### config.mk
export PLATFORM = sky130hd
export DESIGN_NAME = frame_packer
export DESIGN_NICKNAME = d
export VERILOG_FILES = /design/src/rtl/frame_packer.sv
export SDC_FILE = /design/constraint.sdc
export NUM_CORES = 1
export LEC_CHECK = 0
export BUFFER_PORTS_ARGS = -buffer_cell sky130_fd_sc_hd__buf_2
export CAP_MARGIN = 20
export CORE_MARGIN = 10
export CORE_UTILIZATION = 35
export CTS_CLUSTER_DIAMETER = 30
export DETAILED_ROUTE_END_ITERATION = 8
export PLACE_DENSITY = 0.63
export SYNTH_ARGS = -nofsm -noshare
export SYNTH_HDL_FRONTEND = slang
export SYNTH_SLANG_ARGS = --single-unit
### constraint.sdc
create_clock -name clk -period 2.73 [get_ports clk]
set_input_delay 0.1365 -clock clk [delete_from_list [all_inputs] [get_ports clk]]
set_output_delay 0.1365 -clock clk [all_outputs]
set_load 0.05 [all_outputs]
### src/rtl/frame_packer.sv
module frame_packer #(
  parameter int SAMPLE_W = 10,
  parameter int TAG_W    = 4,
  parameter int GAP_W    = 2,
  parameter int WORDS    = 128
) (
  input  logic                     clk,
  input  logic                     rst_n,
  input  logic                     start,
  input  logic [TAG_W-1:0]         chan_id,
  input  logic [TAG_W-1:0]         evt_cnt,
  input  logic [GAP_W-1:0]         gap_sel,
  output logic                     buf_rd_en,
  output logic [$clog2(WORDS)-1:0] buf_rd_addr,
  input  logic [SAMPLE_W-1:0]      buf_upper,
  input  logic [SAMPLE_W-1:0]      buf_lower,
  output logic                     busy,
  output logic                     tx_valid,
  output logic                     tx_strobe,
  output logic [3+2*TAG_W+2*SAMPLE_W:0] tx_word
);
  localparam int IDX_W  = $clog2(WORDS);
  localparam int BODY_W = 2*TAG_W + 1 + 2*SAMPLE_W;
  localparam logic [IDX_W-1:0] LAST = IDX_W'(WORDS-1);

  typedef enum logic [1:0] {S_IDLE, S_PRE, S_GAP, S_SEND} st_t;

  st_t              st;
  logic [GAP_W-1:0] gap_left;
  logic [IDX_W-1:0] idx;
  logic [TAG_W-1:0] chan_q, evt_q;
  logic [BODY_W-1:0] body;

  always_ff @(posedge clk or negedge rst_n) begin
    if (!rst_n) begin
      st       <= S_IDLE;
      gap_left <= '0;
      idx      <= '0;
      chan_q   <= '0;
      evt_q    <= '0;
    end else begin
      case (st)
        S_IDLE: if (start) begin
          st       <= S_PRE;
          gap_left <= gap_sel;
          idx      <= '0;
          chan_q   <= chan_id;
          evt_q    <= evt_cnt;
        end
        S_PRE:  st <= (gap_left != '0) ? S_GAP : S_SEND;
        S_GAP: begin
          gap_left <= gap_left - 1'b1;
          if (gap_left == GAP_W'(1)) st <= S_SEND;
        end
        S_SEND: begin
          if (idx == LAST) st <= S_IDLE;
          else             idx <= idx + 1'b1;
        end
        default: st <= S_IDLE;
      endcase
    end
  end

  assign busy        = (st != S_IDLE);
  assign tx_valid    = (st == S_GAP) || (st == S_SEND);
  assign tx_strobe   = (st == S_SEND);
  assign buf_rd_en   = (st == S_PRE) || (tx_strobe && idx != LAST);
  assign buf_rd_addr = tx_strobe ? idx + 1'b1 : '0;

  assign body    = {chan_q, evt_q, 1'b0, buf_upper, buf_lower};
  assign tx_word = tx_strobe ? {idx == '0, idx == LAST, ^body, body} : '0;
endmodule


==> results.cfg, run 1 <==
[status]
status = finished clean

[final_layout]
drive_gt1_frac = 0.422
num-nets-final = 273
layout.area.seq_sq_um = 475
diodes = 0
multi_input_area_sq_um = 973
final_common_cell = buf_2
final_cell_mix = buf_2, and2_1, xnor2_1, dfrtp_1, mux2_2
fillCellCount = 415
final_core_utilization = 0.484
final_cells = 280
syn2layout_area_growth_pct = 31.8

[detailed_routing]
drt_pass1_iterations = 4
viasPerCell = 4.65
wire_per_inst_um = 14.0
vias = 1303
ant_nets = 0
drt_iter0_markers = 51
routed_wl_mm = 3.91
drc_errors = 0

[setup_path]
timing.rr.end = idx[3]$_DFFE_PN0P_
r2r_cells = 6
cp-end-kind = output port
crit_slowest_cell = xnor3_1
slowest_delay_ns = 0.41
r2r_start = idx[0]$_DFFE_PN0P_
crit_end = tx_word[29]
critPathLaunchType = flip-flop
critPathKind = reg -> out
r2r_slack_ns = 0.81
arrival_ns = 2.00
crit_chain = xnor2_1 -> xnor2_1 -> xnor3_1 -> xnor3_1 -> nor2_1 -> buf_2
cp.required_ns = 2.59
worstPathMaxFanout = 3
critical_path.startpoint = chan_q[2]$_DFFE_PN0P_

[hold_path]
hold_class = in -> reg

[synth]
netlist_instances = 154
synth_area_per_cell_sq_um = 9.75
yosysUniqueCellTypes = 32
syn_nets = 196
ys_warn_count = 0
seq_area_frac_synth = 0.317
async_reset_ff_frac = 1.00
synth_edf_count = 0
ys.flop_type = dfrtp_1
synth-seq-cells = 19
netlist_area_sq_um = 1500

[sta]
skew_ns = 0.00462
setup_viol = 0
fin_setup_tns_ns = 0
timing.final.ws_setup_ns = 0.593
drv_slew = 0
hold_slack_ns = 0.107
rsz0062_at_grt = no
hold_violations = 0
finalCriticalPeriod_ns = 2.14
max_clock_freq_ghz = 0.468
fin_crit_sh = 0.783

[global_routing]
grt_max_degree = 32
gr-total-overflow = 0
grt.total_usage = 0.104
grt_pass1_wl_mm = 6.44
antenna_found_initial = 0
grt_pass1_vias = 1399

[clocking]
post_cts_buffers = 0
cts_tree = done
root_buffer = clkbuf_8
postCtsResizedCells = 0
cts.clk_slew.worst_paths_ns = 0.07
htree_num_levels = 1
clockBufferDepth = 2
clk_latency_ns = 0.26
cts_inserted_buffers = 3
clock-sinks = 19
hold_buffers = 1

[floorplanning]
die_h_um = 85.5
initial_core_util = 0.367
dieWidth_um = 85.5
io_pins = 76
core-area_sq_um = 4090
rows = 23
die_area_sq_um = 7310

[placement]
dp_cells = 275
dpl.hpwl_mm = 3.22
port_buffers = 74
dp_slack_ns = 0.827
gp_congestion = 0.796

[power]
ir_drop_mv = 0.435
p_per_area_nw_per_um2 = 388
leakage_nw = 1.01

[run]
maxCapViolCount = 0
==> power breakdown <==
part	internal (W)	leakage (nW)	switching, W
Combinational	0.000104	0.755	0.000185
Sequential	0.000281	0.230	0.000000000000000000109
Clock	0.000104	0.0228	0.0000932
Total	0.000489	1.01	0.000278
==> synthesized netlist by cell type (2+ instances only) <==
master	instances	area, sq um
clkbuf_1	3	11.3
inv_1	8	30.0
and2_1	29	181
a21oi_1	2	10.0
mux2_2	15	169
o21ai_0	5	25.0
ha_1	9	113
xor2_1	6	52.6
dfrtp_1	19	475
xnor2_1	21	184
and2_2	2	15.0
nand3_1	3	15.0
xnor3_1	2	45.0
nor2_1	8	30.0
nand2_1	5	18.8
==> critical path: cells and delay by family (launching register included) <==
family	cells	cell delay, ns
DFF	1	0.40
buffers and inverters	1	0.28
and+or+nand+nor	1	0.11
xor gates and xnor gates	4	0.96
==> state kept, by name, summed over array words and instances, names as in the netlist <==
name      count
idx           7
chan_q        4
evt_q         4
gap_left      2
st            2
==> worst min-delay path by stage <==
stage / startpoint / end / slack (ns) / cells after the start
floorplan: rst_n / chan_q[0]$_DFFE_PN0P_ / -0.16 / 0
detailed placement: rst_n / idx[4]$_DFFE_PN0P_ / 0.11 / 1
finish: evt_cnt[0] / evt_q[0]$_DFFE_PN0P_ / 0.11 / 2
global placement: rst_n / idx[4]$_DFFE_PN0P_ / 0.11 / 1
global route: evt_cnt[3] / evt_q[3]$_DFFE_PN0P_ / 0.11 / 2
CTS: evt_cnt[0] / evt_q[0]$_DFFE_PN0P_ / 0.1 / 2
==> final cells by class <==
class,instances,area share
multi-input cells,122,0.492
flip-flops and latches,19,0.240
repair buffers,76,0.196
well taps,50,0.0316
clock buffers,4,0.0228
inverters,9,0.0171
==> per-stage QoR <==
| stage | total power (W) | area [sq um] |
|---|---|---|
| floorplan | 0.000496 | 1500 |
| global placement | 0.000575 | 1920 |
| detailed placement | 0.000575 | 1920 |
| CTS | 0.000782 | 1980 |
| global route | 0.000811 | 1980 |
| finish | 0.000767 | 1980 |
==> layer usage <==
metal | GRT usage | part of all wire | vias up
met5 | 0 | 0 | -
met4 | 0.0269 | 0.0077 | 0
met3 | 0.0615 | 0.15 | 4
met2 | 0.165 | 0.40 | 62
met1 | 0.117 | 0.45 | 585
li1 | - | - | 652
==> cell families (layout without fill, tap and decap cells) <==
kind of cell | after synthesis | after routing | synth area share
xor+xnor | 30 | 30 | 0.198
mux | 16 | 16 | 0.119
flops | 19 | 19 | 0.317
compound gates | 12 | 12 | 0.0500
fa+ha+maj | 9 | 9 | 0.0750
buf+inv | 13 | 89 | 0.0350
simple gates | 54 | 54 | 0.203
other cells | 1 | 1 | 0.00250
(Power assumes the default switching activity.)
==> run 2, diff against run 1 <==
- ABC_AREA: unset -> 1
- PLACE_DENSITY: 0.63 -> 0.59
- clock period: 2.73 -> 2.2 ns (I/O delays scaled with it)
==> run 2 against run 1 <==
Against the previous run:
- sequential power grew 24%
- final cell count grew 71%
- global-route usage grew 0.36 points
- routed wire length grew 26%
- non-clock buffer count grew 2
- critical path depth grew 4
- area after synthesis grew 32%
- clock skew shrank 0.0026 ns
==> results.cfg, run 2 <==
[floorplanning]
die_h_um = 95.4
io_pins = 76
initial_core_util = 0.361
die_area_sq_um = 9100
core-area_sq_um = 5510
dieWidth_um = 95.4
rows = 27

[final_layout]
final_cell_mix = nand2_1, buf_2, inv_1, nor2_1, dfrtp_1
num-nets-final = 450
syn2layout_area_growth_pct = 26.6
fillCellCount = 579
final_common_cell = nand2_1
largest_reg_flops = 7
diodes = 0
top_register = idx
drive_gt1_frac = 0.280
top_regs = idx (7), chan_q (4), evt_q (4)

[setup_path]
crit_slowest_cell = dfrtp_1
r2r_start = st[0]$_DFFE_PN0P_
critPathKind = reg -> out
worstPathMaxFanout = 5
cp-end-kind = output port
cp.required_ns = 2.09
crit_chain = ha_1 -> nand2_2 -> inv_2 -> nand2_4 -> nor2_4 -> nand3_4 -> nand2_2 -> inv_2 -> or2_1 -> buf_2
slowest_delay_ns = 0.44
worst-path-buf-inv = 3
cp_top_family = simple AND/OR/NAND/NOR gates
arrival_ns = 1.90
critical_path.startpoint = idx[0]$_DFFE_PN0P_
critPathLaunchType = flip-flop

[sta]
fin_crit_sh = 0.914
fin_setup_tns_ns = 0
setup_viol = 0
skew_ns = 0.00204
max_clock_freq_ghz = 0.497
hold_violations = 0
rsz0062_at_grt = no
finalCriticalPeriod_ns = 2.01
hold_slack_ns = 0.0857
drv_slew = 0
timing.final.ws_setup_ns = 0.188

[power]
leakage_nw = 1.60
p_seq_frac = 0.397
switching_share = 0.361
clkPwrFrac = 0.277
p_int_w = 0.000562
p_per_area_nw_per_um2 = 349
switching_power_w = 0.000317
ir_drop_mv = 0.370
combPwrFrac = 0.326

[placement]
dp_slack_ns = 0.348
gp_congestion = 0.782
port_buffers = 74
dpl.hpwl_mm = 4.18

[detailed_routing]
drt_pass1_iterations = 4
drc_errors = 0
drt_iter0_markers = 39
ant_nets = 0
vias = 2062
routed_wl_mm = 4.94
wire_per_inst_um = 10.3
viasPerCell = 4.30

[hold_path]
worstHoldStart = evt_cnt[3]
hold_class = in -> reg

[clocking]
cts.clk_slew.worst_paths_ns = 0.07
clock-sinks = 19
cts_tree = done
htree_num_levels = 1
cts_inserted_buffers = 3
post_cts_buffers = 0
root_buffer = clkbuf_8
clk_latency_ns = 0.26
clockBufferDepth = 2

[synth]
synth-seq-cells = 19
netlist_area_sq_um = 1990
post-synth-top-area-cell = nand2_1
syn_nets = 374
synth_edf_count = 0
ys_top_cells_by_count = nand2_1, inv_1, nor2_1, dfrtp_1, a21oi_1
yosys.area.top_type_share = 0.266
async_reset_ff_frac = 1.00
yosysUniqueCellTypes = 31
ys.flop_type = dfrtp_1
ys_warn_count = 0
seq_area_frac_synth = 0.239
netlist_instances = 332
synthTopCellsByArea = nand2_1, dfrtp_1, inv_1
yosys.cell_count.top_type = nand2_1
synth_area_per_cell_sq_um = 5.99

[global_routing]
grt_pass1_wl_mm = 8.25
antenna_found_initial = 0
grt_pass1_vias = 1897
gr-total-overflow = 0
grt_max_degree = 26
grt.total_usage = 0.108

[status]
status = finished clean

[run]
maxCapViolCount = 0
run 2: cell count changes after synthesis, moves of 3 or more:
cell	change
a21oi_1	+11
o21ai_0	+3
inv_1	+48
and2_1	-29
mux2_2	-14
inv_2	+9
nand3_1	+3
nand2_2	+6
nand2_1	+136
o21ai_1	+4
o21ai_2	+4
nor2_1	+14
xnor2_1	-15
run 2: power by group through the flow:
stage               sequential, W  clock [W]  combinational [W]
global route             0.000349   0.000267           0.000324
detailed placement       0.000356          0           0.000288
finish                   0.000349   0.000243           0.000286
CTS                      0.000349   0.000255           0.000290
floorplan                0.000356          0           0.000201
global placement         0.000356          0           0.000284
run 2: cell type report:
| cell class | count | area [sq um] | share of cell area |
|---|---|---|---|
| tap | 72 | 90.1 | 0.0358 |
| inverter | 66 | 274 | 0.109 |
| clock buffer | 3 | 41.3 | 0.0164 |
| clock inverter | 1 | 5.00 | 0.00199 |
| sequential | 19 | 475 | 0.189 |
| timing repair buffer | 78 | 403 | 0.160 |
| multi-input combinational | 240 | 1230 | 0.488 |
run 2: through the flow:
| stage | power [W] | util | instances | area (sq um) |
|---|---|---|---|---|
| after global placement | 0.000640 | 0.446 | 474 | 2460 |
| final | 0.000879 | 0.457 | 479 | 2520 |
| after CTS | 0.000895 | 0.457 | 479 | 2510 |
| after detailed placement | 0.000644 | 0.446 | 474 | 2460 |
| after floorplan | 0.000557 | - | 332 | 2020 |
| after global routing | 0.000940 | 0.457 | 479 | 2520 |
run 2: per-layer routing:
layer / global-route usage / wire [um] / part of all wire
met4: 0.0221 / 36 / 0.0073
met3: 0.0346 / 439 / 0.089
met1: 0.131 / 2250 / 0.46
met5: 0 / 0 / 0
met2: 0.182 / 2210 / 0.45
run 2: final timing paths:
check | endpoint | slack, ns | cells after the start
hold reg to reg | gap_left[1]$_DFFE_PN0P_ | 0.58 | 2
setup reg to reg | idx[0]$_DFFE_PN0P_ | 0.43 | 10
hold / removal | evt_q[3]$_DFFE_PN0P_ | 0.09 | 2
min in group asynchronous | idx[5]$_DFFE_PN0P_ | 0.32 | 2
setup / recovery | buf_rd_en | 0.19 | 10
max in group asynchronous | st[1]$_DFFE_PN0P_ | 1.57 | 2
run 2: logic make-up (layout without fill, tap and decap cells):
| logic type | count (synthesis) | count (layout) | synth area share |
|---|---|---|---|
| xor+xnor | 11 | 11 | 0.0485 |
| mux | 1 | 1 | 0.00566 |
| fa+ha+maj | 9 | 9 | 0.0566 |
| other cells | 1 | 1 | 0.00189 |
| buf+inv | 73 | 148 | 0.159 |
| simple gates | 187 | 187 | 0.401 |
| compound gates | 31 | 31 | 0.0887 |
| flops | 19 | 19 | 0.239 |
run 2: repair_timing:
action	4_1_cts	5_1_grt
hold buffers	1	0
gates resized for setup	0	1
endpoints found under the hold margin	19	0
setup endpoints to repair	0	25
run 2: worst reg2reg max path: cells and delay by family, from the launching register on:
family                   cells  cell delay (ns)
flip-flops                   1             0.43
adder cells (fa/ha/maj)      1             0.25
AND/OR/NAND/NOR              3             0.37
buffers and inverters        4             0.49
AO/OA/AOI/OAI                2             0.16
==> run 3, diff against run 2 <==
- CORE_UTILIZATION: 35 -> 50
- CTS_CLUSTER_SIZE: unset -> 10
- PLACE_DENSITY: 0.59 -> 0.8
==> run 3 against run 2 <==
Against the previous run:
- register-to-register slack got worse by 0.16 ns
- cell area fell by 1.2%
- critical endpoint unchanged
- via count fell by 1.8%
- core utilization rose by 21 points
- power barely moved
- worst hold slack improved by 0.0059 ns
- first-iteration DRC count rose by 21%
- worst setup slack improved by 0.017 ns
- sequential power barely moved
==> results.cfg, run 3 (synthesized netlist as in run 2, its figures left out) <==
[final_layout]
final_common_cell = nand2_1
top_regs = idx (7), chan_q (4), evt_q (4)
top_register = idx
largest_reg_flops = 7
final_cell_mix = nand2_1, buf_2, inv_1, nor2_1, dfrtp_1
design_area_sq_um = 2490
fillCellCount = 346
drive_gt1_frac = 0.278
syn2layout_area_growth_pct = 25.0
diodes = 0
num-nets-final = 450

[sta]
drv_slew = 0
rsz0062_at_grt = no
hold_violations = 0
skew_ns = 0.00437
hold_slack_ns = 0.0916
finalCriticalPeriod_ns = 2.00
setup_viol = 0
max_clock_freq_ghz = 0.501
slew_headroom = 0.608
worst_pin_slew_ns = 0.587
fin_crit_sh = 0.907

[placement]
gp_congestion = 0.838
place_area_sq_um = 2430
dpl.hpwl_mm = 4.10
port_buffers = 74

[clocking]
clk_latency_ns = 0.26
clock-sinks = 19
htree_num_levels = 1
post_cts_buffers = 0
clockBufferDepth = 2
cts.clk_slew.worst_paths_ns = 0.07
cts_inserted_buffers = 3
root_buffer = clkbuf_8
cts_tree = done

[hold_path]
hold_class = in -> reg
min_path_cells = 2

[floorplanning]
die_h_um = 83.1
initial_core_util = 0.531
rows = 22
dieWidth_um = 83.1
io_pins = 76
core-area_sq_um = 3740
die_area_sq_um = 6900

[setup_path]
critPathLaunchType = flip-flop
critical_path.startpoint = idx[0]$_DFFE_PN0P_
timing.rr.end = idx[3]$_DFFE_PN0P_
critPathKind = reg -> out
r2r_start = st[0]$_DFFE_PN0P_
cp.required_ns = 2.09
slowest_delay_ns = 0.42
crit_end = buf_rd_en
r2r_slack_ns = 0.27
worstPathMaxFanout = 5
crit_chain = ha_1 -> nand2_2 -> inv_2 -> nand2_4 -> nor2_4 -> nand3_4 -> nand2_2 -> inv_2 -> or2_1 -> buf_2
cp-end-kind = output port
arrival_ns = 1.89
r2r_cells = 9
crit_slowest_cell = dfrtp_1

[global_routing]
grt.total_usage = 0.136
grt_pass1_vias = 1956
gr-total-overflow = 0
grt_max_degree = 20
antenna_found_initial = 0
grt_pass1_wl_mm = 8.32

[detailed_routing]
drt_iter0_markers = 47
wire_per_inst_um = 10.5
ant_nets = 0
drt_pass1_iterations = 4
drc_errors = 0
viasPerCell = 4.45
routed_wl_mm = 4.79
vias = 2024

[power]
p_per_area_nw_per_um2 = 353
leakage_nw = 1.60
ir_drop_mv = 0.274

[status]
status = finished clean

[run]
maxCapViolCount = 0
run 3: timing repair:
item	4_1_cts	5_1_grt
hold buffers	1	0
hold endpoints to repair	19	0
resized for setup	0	1
setup endpoints to repair	0	1
run 3: where the power goes:
part	leakage [nW]	total, W	switching [W]	internal [W]
registers	0.199	0.000349	0	0.000349
logic	1.38	0.000286	0.000200	0.0000865
clock network	0.0228	0.000243	0.000114	0.000129
run 3: worst min path at each step:
stage	start	end	slack, ns
floorplan	rst_n	chan_q[0]$_DFFE_PN0P_	-0.19
global placement	rst_n	st[0]$_DFFE_PN0P_	0.07
detailed placement	rst_n	st[0]$_DFFE_PN0P_	0.07
CTS	evt_cnt[3]	evt_q[3]$_DFFE_PN0P_	0.08
global route	evt_cnt[3]	evt_q[3]$_DFFE_PN0P_	0.09
finish	evt_cnt[3]	evt_q[3]$_DFFE_PN0P_	0.09
run 3: metal layers:
layer / vias up / part of all wire / global-route usage / wire length, um
met4: 0 / 0.0086 / 0.0323 / 41
met3: 5 / 0.078 / 0.0430 / 375
met5: - / 0 / 0 / 0
met1: 825 / 0.47 / 0.166 / 2270
li1: 1138 / - / - / -
met2: 56 / 0.44 / 0.224 / 2100
run 3: cell type report:
cell class	instances	area (sq um)	share of cell area
Clock buffer	4	45.0	0.0181
Multi-Input combinational cell	240	1230	0.494
Inverter	66	274	0.110
Timing Repair Buffer	78	403	0.162
Sequential cell	19	475	0.191
Tap cell	48	60.1	0.0242
run 3: critical path: cells and delay by family, from the launching register on:
family | cells | cell delay [ns]
DFF | 1 | 0.42
adders and majority gates | 1 | 0.22
buffers and inverters | 3 | 0.34
and+or+nand+nor | 6 | 0.65
run 3: stage by stage:
| step | setup WS, ns | TNS, ns | total power [W] | std cells | util |
|---|---|---|---|---|---|
| 2_1_floorplan | -0.0789 | -0.0789 | 0.000557 | 332 | - |
| 3_3_place_gp | 0.414 | 0 | 0.000638 | 450 | 0.649 |
| 3_5_place_dp | 0.300 | 0 | 0.000643 | 450 | 0.649 |
| 4_1_cts | 0.112 | 0 | 0.000892 | 455 | 0.663 |
| 5_1_grt | 0.0800 | 0 | 0.000934 | 455 | 0.664 |
| 6_report | 0.205 | 0 | 0.000879 | 455 | 0.664 |
